==> src/rtl/trap_arb_pkg.sv <==
package trap_arb_pkg;

  localparam int NUM_TRAPS = 18;
  localparam int TT_W      = 9;
  localparam int PRIO_W    = 12;
  localparam int IDX_W     = $clog2(NUM_TRAPS);
  localparam int NUM_MODES = 3;
  localparam int KEY_W     = PRIO_W + TT_W;

  // handling-level mask: bit m set => hyperprivileged when current mode column is m
  localparam logic [NUM_MODES-1:0] LV_HHH = 3'b111;
  localparam logic [NUM_MODES-1:0] LV_PHH = 3'b110;
  localparam logic [NUM_MODES-1:0] LV_PPH = 3'b100;

  typedef struct packed {
    logic              valid;
    logic [IDX_W-1:0]  idx;
    logic [TT_W-1:0]   ttype;
    logic [PRIO_W-1:0] prio;
  } trap_cand_t;

  typedef struct packed {
    logic              valid;
    logic [TT_W-1:0]   ttype;
    logic [PRIO_W-1:0] prio;
    logic              hyper;
  } trap_result_t;

  function automatic logic [TT_W-1:0] row_ttype(input int unsigned idx);
    case (idx)
      0:  return 9'h001;
      1:  return 9'h002;
      2:  return 9'h003;
      3:  return 9'h004;
      4:  return 9'h010;
      5:  return 9'h011;
      6:  return 9'h020;
      7:  return 9'h024;
      8:  return 9'h035;
      9:  return 9'h036;
      10: return 9'h038;
      11: return 9'h039;
      12: return 9'h041;
      13: return 9'h080;
      14: return 9'h0A0;
      15: return 9'h0C0;
      16: return 9'h0E0;
      17: return 9'h100;
      default: return '0;
    endcase
  endfunction

  function automatic logic [PRIO_W-1:0] row_prio(input int unsigned idx);
    case (idx)
      0:  return 12'd0;
      1:  return 12'd120;
      2:  return 12'd110;
      3:  return 12'd130;
      4:  return 12'd620;
      5:  return 12'd700;
      6:  return 12'd800;
      7, 8, 9, 10, 11: return 12'd1010;
      12: return 12'd1600;
      13, 14, 15, 16:  return 12'd900;
      17: return 12'd1602;
      default: return '1;
    endcase
  endfunction

  function automatic logic [NUM_MODES-1:0] row_hmask(input int unsigned idx);
    case (idx)
      5:                              return LV_PHH;
      6, 7, 12, 13, 14, 15, 16, 17:   return LV_PPH;
      default:                        return LV_HHH;
    endcase
  endfunction

  // mode code to table column: 0 user, 1 privileged, 2 and 3 hyperprivileged
  function automatic int unsigned mode_col(input logic [1:0] mode);
    case (mode)
      2'd0:    return 0;
      2'd1:    return 1;
      default: return 2;
    endcase
  endfunction

  function automatic trap_cand_t mk_cand(input logic v, input int unsigned idx);
    trap_cand_t c;
    c.valid = v;
    c.idx   = IDX_W'(idx);
    c.ttype = row_ttype(idx);
    c.prio  = row_prio(idx);
    return c;
  endfunction

  function automatic logic [KEY_W-1:0] cand_key(input trap_cand_t c);
    return {c.prio, c.ttype};
  endfunction

  // a wins over b when valid and its (priority, type) key is not larger
  function automatic logic a_beats_b(input trap_cand_t a, input trap_cand_t b);
    return a.valid && (!b.valid || (cand_key(a) <= cand_key(b)));
  endfunction

endpackage

==> src/rtl/trap_pair_pick.sv <==
module trap_pair_pick
  import trap_arb_pkg::*;
(
  input  trap_cand_t a_i,
  input  trap_cand_t b_i,
  output trap_cand_t win_o
);
  logic take_a;
  assign take_a = a_beats_b(a_i, b_i);
  assign win_o  = take_a ? a_i : b_i;
endmodule

==> src/rtl/trap_pick_tree.sv <==
module trap_pick_tree
  import trap_arb_pkg::*;
#(
  parameter int N = NUM_TRAPS
) (
  input  logic [N-1:0] req_i,
  output trap_cand_t   win_o
);
  localparam int LVL = (N > 1) ? $clog2(N) : 1;
  localparam int SZ  = 1 << LVL;

  for (genvar l = 0; l <= LVL; l++) begin : g_lvl
    localparam int W = SZ >> l;
    trap_cand_t c [W];
    if (l == 0) begin : g_leaf
      for (genvar i = 0; i < W; i++) begin : g_i
        if (i < N) begin : g_real
          assign c[i] = mk_cand(req_i[i], i);
        end else begin : g_pad
          assign c[i] = '0;
        end
      end
    end else begin : g_node
      for (genvar i = 0; i < W; i++) begin : g_i
        trap_pair_pick u_pick (
          .a_i  (g_lvl[l-1].c[2*i]),
          .b_i  (g_lvl[l-1].c[2*i+1]),
          .win_o(c[i])
        );
      end
    end
  end

  assign win_o = g_lvl[LVL].c[0];
endmodule

==> src/rtl/trap_level_map.sv <==
module trap_level_map
  import trap_arb_pkg::*;
(
  input  logic             valid_i,
  input  logic [IDX_W-1:0] idx_i,
  input  logic [1:0]       mode_i,
  output logic             hyper_o
);
  logic [NUM_MODES-1:0] hmask;
  assign hmask   = row_hmask(32'(idx_i));
  assign hyper_o = valid_i & hmask[mode_col(mode_i)];
endmodule

==> src/rtl/trap_out_stage.sv <==
module trap_out_stage #(
  parameter bit REG_OUT = 1'b1,
  parameter int W       = 23
) (
  input  logic         clk_i,
  input  logic         rst_ni,
  input  logic [W-1:0] d_i,
  output logic [W-1:0] q_o
);
  if (REG_OUT) begin : g_reg
    logic [W-1:0] q_r;
    logic         primed_q;
    always_ff @(posedge clk_i or negedge rst_ni) begin
      if (!rst_ni) begin
        q_r      <= '0;
        primed_q <= 1'b0;
      end else begin
        q_r      <= d_i;
        primed_q <= 1'b1;
      end
    end
    assign q_o = q_r;

    // output carries the input of the previous edge
    p_one_cycle_r9: assert property (@(posedge clk_i) disable iff (!rst_ni)
      primed_q |-> (q_o == $past(d_i)))
      else $error("p_one_cycle_r9");
  end else begin : g_comb
    logic unused_clk;
    assign unused_clk = clk_i ^ rst_ni;
    assign q_o = d_i;
  end
endmodule

==> src/rtl/trap_select_arb.sv <==
module trap_select_arb
  import trap_arb_pkg::*;
#(
  parameter bit REG_OUT = 1'b1
) (
  input  logic              clk_i,
  input  logic              rst_ni,
  input  logic [NUM_TRAPS-1:0] req_i,
  input  logic [1:0]        mode_i,
  output logic              valid_o,
  output logic [TT_W-1:0]   ttype_o,
  output logic [PRIO_W-1:0] prio_o,
  output logic              hyper_o
);
  localparam int RES_W = $bits(trap_result_t);

  trap_cand_t   win;
  logic         win_hyper;
  trap_result_t res_comb;
  trap_result_t res_q;

  trap_pick_tree #(.N(NUM_TRAPS)) u_tree (
    .req_i(req_i),
    .win_o(win)
  );

  trap_level_map u_level (
    .valid_i(win.valid),
    .idx_i  (win.idx),
    .mode_i (mode_i),
    .hyper_o(win_hyper)
  );

  always_comb begin
    res_comb       = '0;
    res_comb.valid = win.valid;
    if (win.valid) begin
      res_comb.ttype = win.ttype;
      res_comb.prio  = win.prio;
      res_comb.hyper = win_hyper;
    end
  end

  trap_out_stage #(.REG_OUT(REG_OUT), .W(RES_W)) u_out (
    .clk_i (clk_i),
    .rst_ni(rst_ni),
    .d_i   (res_comb),
    .q_o   (res_q)
  );

  assign valid_o = res_q.valid;
  assign ttype_o = res_q.ttype;
  assign prio_o  = res_q.prio;
  assign hyper_o = res_q.hyper;

  // tree reports a winner exactly when something is pending
  p_valid_any_r1: assert property (@(posedge clk_i) disable iff (!rst_ni)
    win.valid == (|req_i))
    else $error("p_valid_any_r1");

  // the winner really is pending
  p_winner_pending_r3: assert property (@(posedge clk_i) disable iff (!rst_ni)
    win.valid |-> req_i[win.idx])
    else $error("p_winner_pending_r3");

  // no pending row has a smaller (priority, type) key than the winner
  for (genvar i = 0; i < NUM_TRAPS; i++) begin : g_minchk
    p_min_key_r4: assert property (@(posedge clk_i) disable iff (!rst_ni)
      req_i[i] |-> (cand_key(mk_cand(1'b1, i)) >= cand_key(win)))
      else $error("p_min_key_r4");
  end

  // hyperprivileged mode always handles traps hyperprivileged
  p_hyper_mode_r7: assert property (@(posedge clk_i) disable iff (!rst_ni)
    (win.valid && mode_i[1]) |-> win_hyper)
    else $error("p_hyper_mode_r7");

  // an idle result is all-zero at the ports
  p_idle_zero_r2: assert property (@(posedge clk_i) disable iff (!rst_ni)
    !valid_o |-> (ttype_o == '0 && prio_o == '0 && !hyper_o))
    else $error("p_idle_zero_r2");
endmodule

==> config.mk <==
export PLATFORM = sky130hd
export DESIGN_NAME = trap_select_arb
export DESIGN_NICKNAME = d
export VERILOG_FILES = /design/src/rtl/trap_arb_pkg.sv /design/src/rtl/trap_pair_pick.sv /design/src/rtl/trap_pick_tree.sv /design/src/rtl/trap_level_map.sv /design/src/rtl/trap_out_stage.sv /design/src/rtl/trap_select_arb.sv
export SDC_FILE = /design/constraint.sdc
export NUM_CORES = 1
export LEC_CHECK = 0
export ABC_AREA = 1
export BUFFER_PORTS_ARGS = -buffer_cell sky130_fd_sc_hd__buf_2
export CAP_MARGIN = 20
export CELL_PAD_IN_SITES_DETAIL_PLACEMENT = 0
export CELL_PAD_IN_SITES_GLOBAL_PLACEMENT = 1
export CORE_MARGIN = 8
export CORE_UTILIZATION = 41
export CTS_CLUSTER_DIAMETER = 50
export DETAILED_ROUTE_END_ITERATION = 12
export GPL_ROUTABILITY_DRIVEN = 0
export PLACE_DENSITY = 0.87
export REMOVE_ABC_BUFFERS = 1
export SLEW_MARGIN = 20
export SYNTH_ARGS = -nofsm -noshare
export SYNTH_HDL_FRONTEND = slang
export SYNTH_SLANG_ARGS = --single-unit
==> constraint.sdc <==
create_clock -name clk_i -period 0.8 [get_ports clk_i]
set_input_delay 0.16 -clock clk_i [delete_from_list [all_inputs] [get_ports clk_i]]
set_output_delay 0.16 -clock clk_i [all_outputs]
set_load 0.02 [all_outputs]
==> impl_table.tex <==
\begin{tabular}{lr}
\hline
Metric & Value \\
\hline
\multicolumn{2}{l}{\textbf{Outcome}} \\
Status & complete, but fails checks \\
Failing checks & negative setup slack \\
\multicolumn{2}{l}{\textbf{GRT}} \\
Initial antenna violation count & 0 \\
Pin count of the biggest net entering global routing & 22 \\
GR Layer Usage met2 & 31.75\% \\
Global-route wire length before repair & 10.18 mm \\
Via count of the first global-routing pass & 2,302 \\
Gr busiest metal & met2 \\
Total Routing Usage GR & 17.41\% \\
Met1 track demand over resource in global routing & 18.57\% \\
Met3 track utilization from global routing & 3.223\% \\
Overflow left after global routing & 0 \\
\multicolumn{2}{l}{\textbf{Place}} \\
HPWL reported at the end of detailed placement & 4.664 mm \\
Port Buf Inserts & 42 \\
Worst Setup Slack post-DPL & -3.402 ns \\
Placement-stage cell area & 0.002751 mm² \\
\multicolumn{2}{l}{\textbf{Cells and area}} \\
Number of flip-flops under the largest register name & 21 \\
Post-Layout Inst Area & 0.003493 mm² \\
Fraction of final layout cells with drive strength greater than 1 & 56.93\% \\
Area delta synth->final & 86.76\% \\
Commonest non-fill, non-tap cells in the layout & buf\_4, nand2\_1, inv\_1 \\
Most common cell after layout, fill and taps aside & buf\_4 \\
Count of inserted antenna diode cells & 0 \\
Final core utilization & 79.68\% \\
Final-stage net count & 456 \\
Fill cells & 278 \\
\multicolumn{2}{l}{\textbf{Floorplanning}} \\
Core Box Area & 0.004384 mm² \\
Initial Util & 42.67\% \\
Number of top-level pins & 45 \\
Row Count & 24 \\
Total Die Area & 0.006980 mm² \\
Die Ht & 83.55 µm \\
X dimension of the die & 83.55 µm \\
\multicolumn{2}{l}{\textbf{Timing}} \\
Maximum clock frequency & 0.2533 GHz \\
Tcrit/Tclk final & 493.6\% \\
RSZ-0062 raised after global routing & true \\
Final worst slack & -3.149 ns \\
Transition time at the pin with the least slew margin & 0.5642 ns \\
Final number of hold-violating endpoints & 0 \\
Final Critical Period & 3.949 ns \\
Final setup violating endpoints & 42 \\
Fin. max-slew vios & 0 \\
Remaining max-slew budget at the tightest pin & 61.99\% \\
\multicolumn{2}{l}{\textbf{Power}} \\
Pwr Density & 908.8 mW/mm² \\
Worst IR drop on VDD & 595.7 µV \\
Leakage component of the power & 0.001943 µW \\
Final Total Pwr & 3175 µW \\
\multicolumn{2}{l}{\textbf{Worst setup path}} \\
Type of destination of the critical path & register \\
Critical path data required time & 0.95 ns \\
Crit start category & input port \\
Most Frequent Cell on Critical Path & inv\_2 \\
Start-to-end type of the worst setup path & input port to register \\
Maximum net fanout on the critical path & 6 \\
Arrival time reported for the critical path endpoint & 4.10 ns \\
Cell with the biggest individual delay on the critical path & ha\_1 \\
Highest cell delay on the worst timing path & 0.33 ns \\
\multicolumn{2}{l}{\textbf{Clock tree}} \\
Buffer cell driving the clock tree root & clkbuf\_8 \\
Maximum root-to-sink buffer count & 2 \\
Number of sinks on the clock net & 21 \\
Clock buffer count from CTS & 3 \\
CTS clock-pin slew for the worst setup and hold paths & 0.07 ns \\
TritonCTS clock tree & done \\
Maximum level of the CTS H-tree & 1 \\
\multicolumn{2}{l}{\textbf{Drt}} \\
Number of remaining DRC errors & 0 \\
Drt wl/cell & 15.11 µm \\
Number of iterations in the first detailed-routing pass & 4 \\
First-iteration detailed-routing DRC count & 128 \\
Final wirelength & 6.994 mm \\
Post-route ant nets & 0 \\
Routed vias & 2,352 \\
Post-detailed-route via-to-cell ratio & 5.080 \\
\multicolumn{2}{l}{\textbf{Yosys}} \\
Part of the Yosys area used for sequential elements & 28.09\% \\
Syn Std Cell Area & 0.001871 mm² \\
Post-synthesis area per instance & 7.139 µm² \\
Number of cells produced by synthesis & 262 \\
Unique masters post-synth & 34 \\
Number of register bits inferred by synthesis & 21 \\
Number of warnings issued by yosys & 0 \\
\multicolumn{2}{l}{\textbf{Hold path}} \\
Hold Path Class & input port to register \\
\multicolumn{2}{l}{\textbf{Flow run}} \\
Max-cap violation count & 0 \\
\hline
\end{tabular}
-- metrics by stage --
step                hold WS, ns  TNS [ns]  instances
CTS                      0.2483    -58.98        454
global route             0.2836    -69.20        463
global placement         0.1065    -64.74        436
detailed placement       0.1165    -67.40        436
finish                   0.2814    -64.05        463
floorplan               -0.1356    -58.81        258
-- worst max-delay path: cells and delay by family --
| kind | cells | cell delay [ns] |
|---|---|---|
| adders and majority gates | 2 | 0.60 |
| and+or+nand+nor | 18 | 1.74 |
| AOI/OAI and AO/OA | 5 | 0.75 |
| buffers and inverters | 10 | 0.81 |
-- cell usage after synthesis --
| cell type | instances | share of area, % |
|---|---|---|
| nand3b_1 | 1 | 0.40 |
| or4_1 | 1 | 0.40 |
| o21bai_1 | 1 | 0.40 |
| o21ai_1 | 4 | 1.1 |
| dfrtp_1 | 21 | 28 |
| a31oi_1 | 2 | 0.67 |
| inv_1 | 42 | 8.4 |
| nand4_1 | 3 | 1.0 |
| buf_2 | 2 | 0.54 |
| a21boi_0 | 1 | 0.40 |
| nor2_8 | 1 | 1.1 |
| nand3_1 | 16 | 4.3 |
| nor3_1 | 3 | 0.80 |
| nor3_4 | 1 | 0.87 |
| a221oi_1 | 1 | 0.47 |
| nor2_1 | 25 | 5.0 |
| a21oi_2 | 2 | 0.94 |
| nand3_2 | 4 | 2.1 |
| clkbuf_1 | 1 | 0.20 |
| o21ai_0 | 14 | 3.7 |
| inv_2 | 6 | 1.2 |
| nand2_4 | 4 | 2.4 |
| a21o_1 | 1 | 0.40 |
| o21ai_2 | 1 | 0.47 |
| a21oi_1 | 18 | 4.8 |
| conb_1 | 1 | 0.20 |
| nor2_2 | 6 | 2.0 |
| and3_1 | 1 | 0.33 |
| nand2_2 | 4 | 1.3 |
| o21a_1 | 1 | 0.40 |
| nand2_1 | 48 | 9.6 |
| buf_4 | 2 | 0.80 |
| nor4_1 | 1 | 0.33 |
| ha_1 | 22 | 15 |
-- layer usage --
metal	share of wire (%)	wire length [µm]
met5	0	0
met4	4.4	306
met3	5.1	356
met2	53	3673
met1	38	2659
-- worst paths after layout --
path                       slack (ns)  depth (start not counted)       from             to
setup / recovery                -3.15                         35   req_i[0]   u_out.q_o[8]
hold / removal                   0.28                          4  mode_i[1]   u_out.q_o[0]
max in group asynchronous        0.14                          2     rst_ni  u_out.q_o[14]
min in group asynchronous        0.36                          2     rst_ni   u_out.q_o[9]
-- report_power, final --
group	switching [µW]	total, µW	internal, µW
Clock	307	661	355
Combinational	700	1360	664
Sequential	27.6	1150	1120
Total	1030	3170	2140
-- logic make-up after synthesis --
kind of cell             synth area share (%)
other                                  0.2005
adder cells (fa/ha/maj)                 14.72
AND/OR/NAND/NOR                         32.04
AO/OA/AOI/OAI                           13.78
buffers and inverters                   11.17
flip-flops                              28.09
-- final cells by class --
class                           count  area, µm²  area share (%)
Sequential cell                    21      525.5           15.04
Clock buffer                        4      45.04           1.289
Inverter                           48      187.7           5.372
Tap cell                           52      65.06           1.862
Multi-Input combinational cell    190       1480           42.37
Timing Repair Buffer              148       1190           34.06
-- what timing repair did --
action	CTS	global route
cloned	1	0
endpoints found under the hold margin	21	0
hold buffers	1	0
setup endpoints to repair	42	42
buffers inserted	13	10
pin swaps	31	12
resized for setup	114	30
Note: power is estimated with default switching activity, not from simulation.
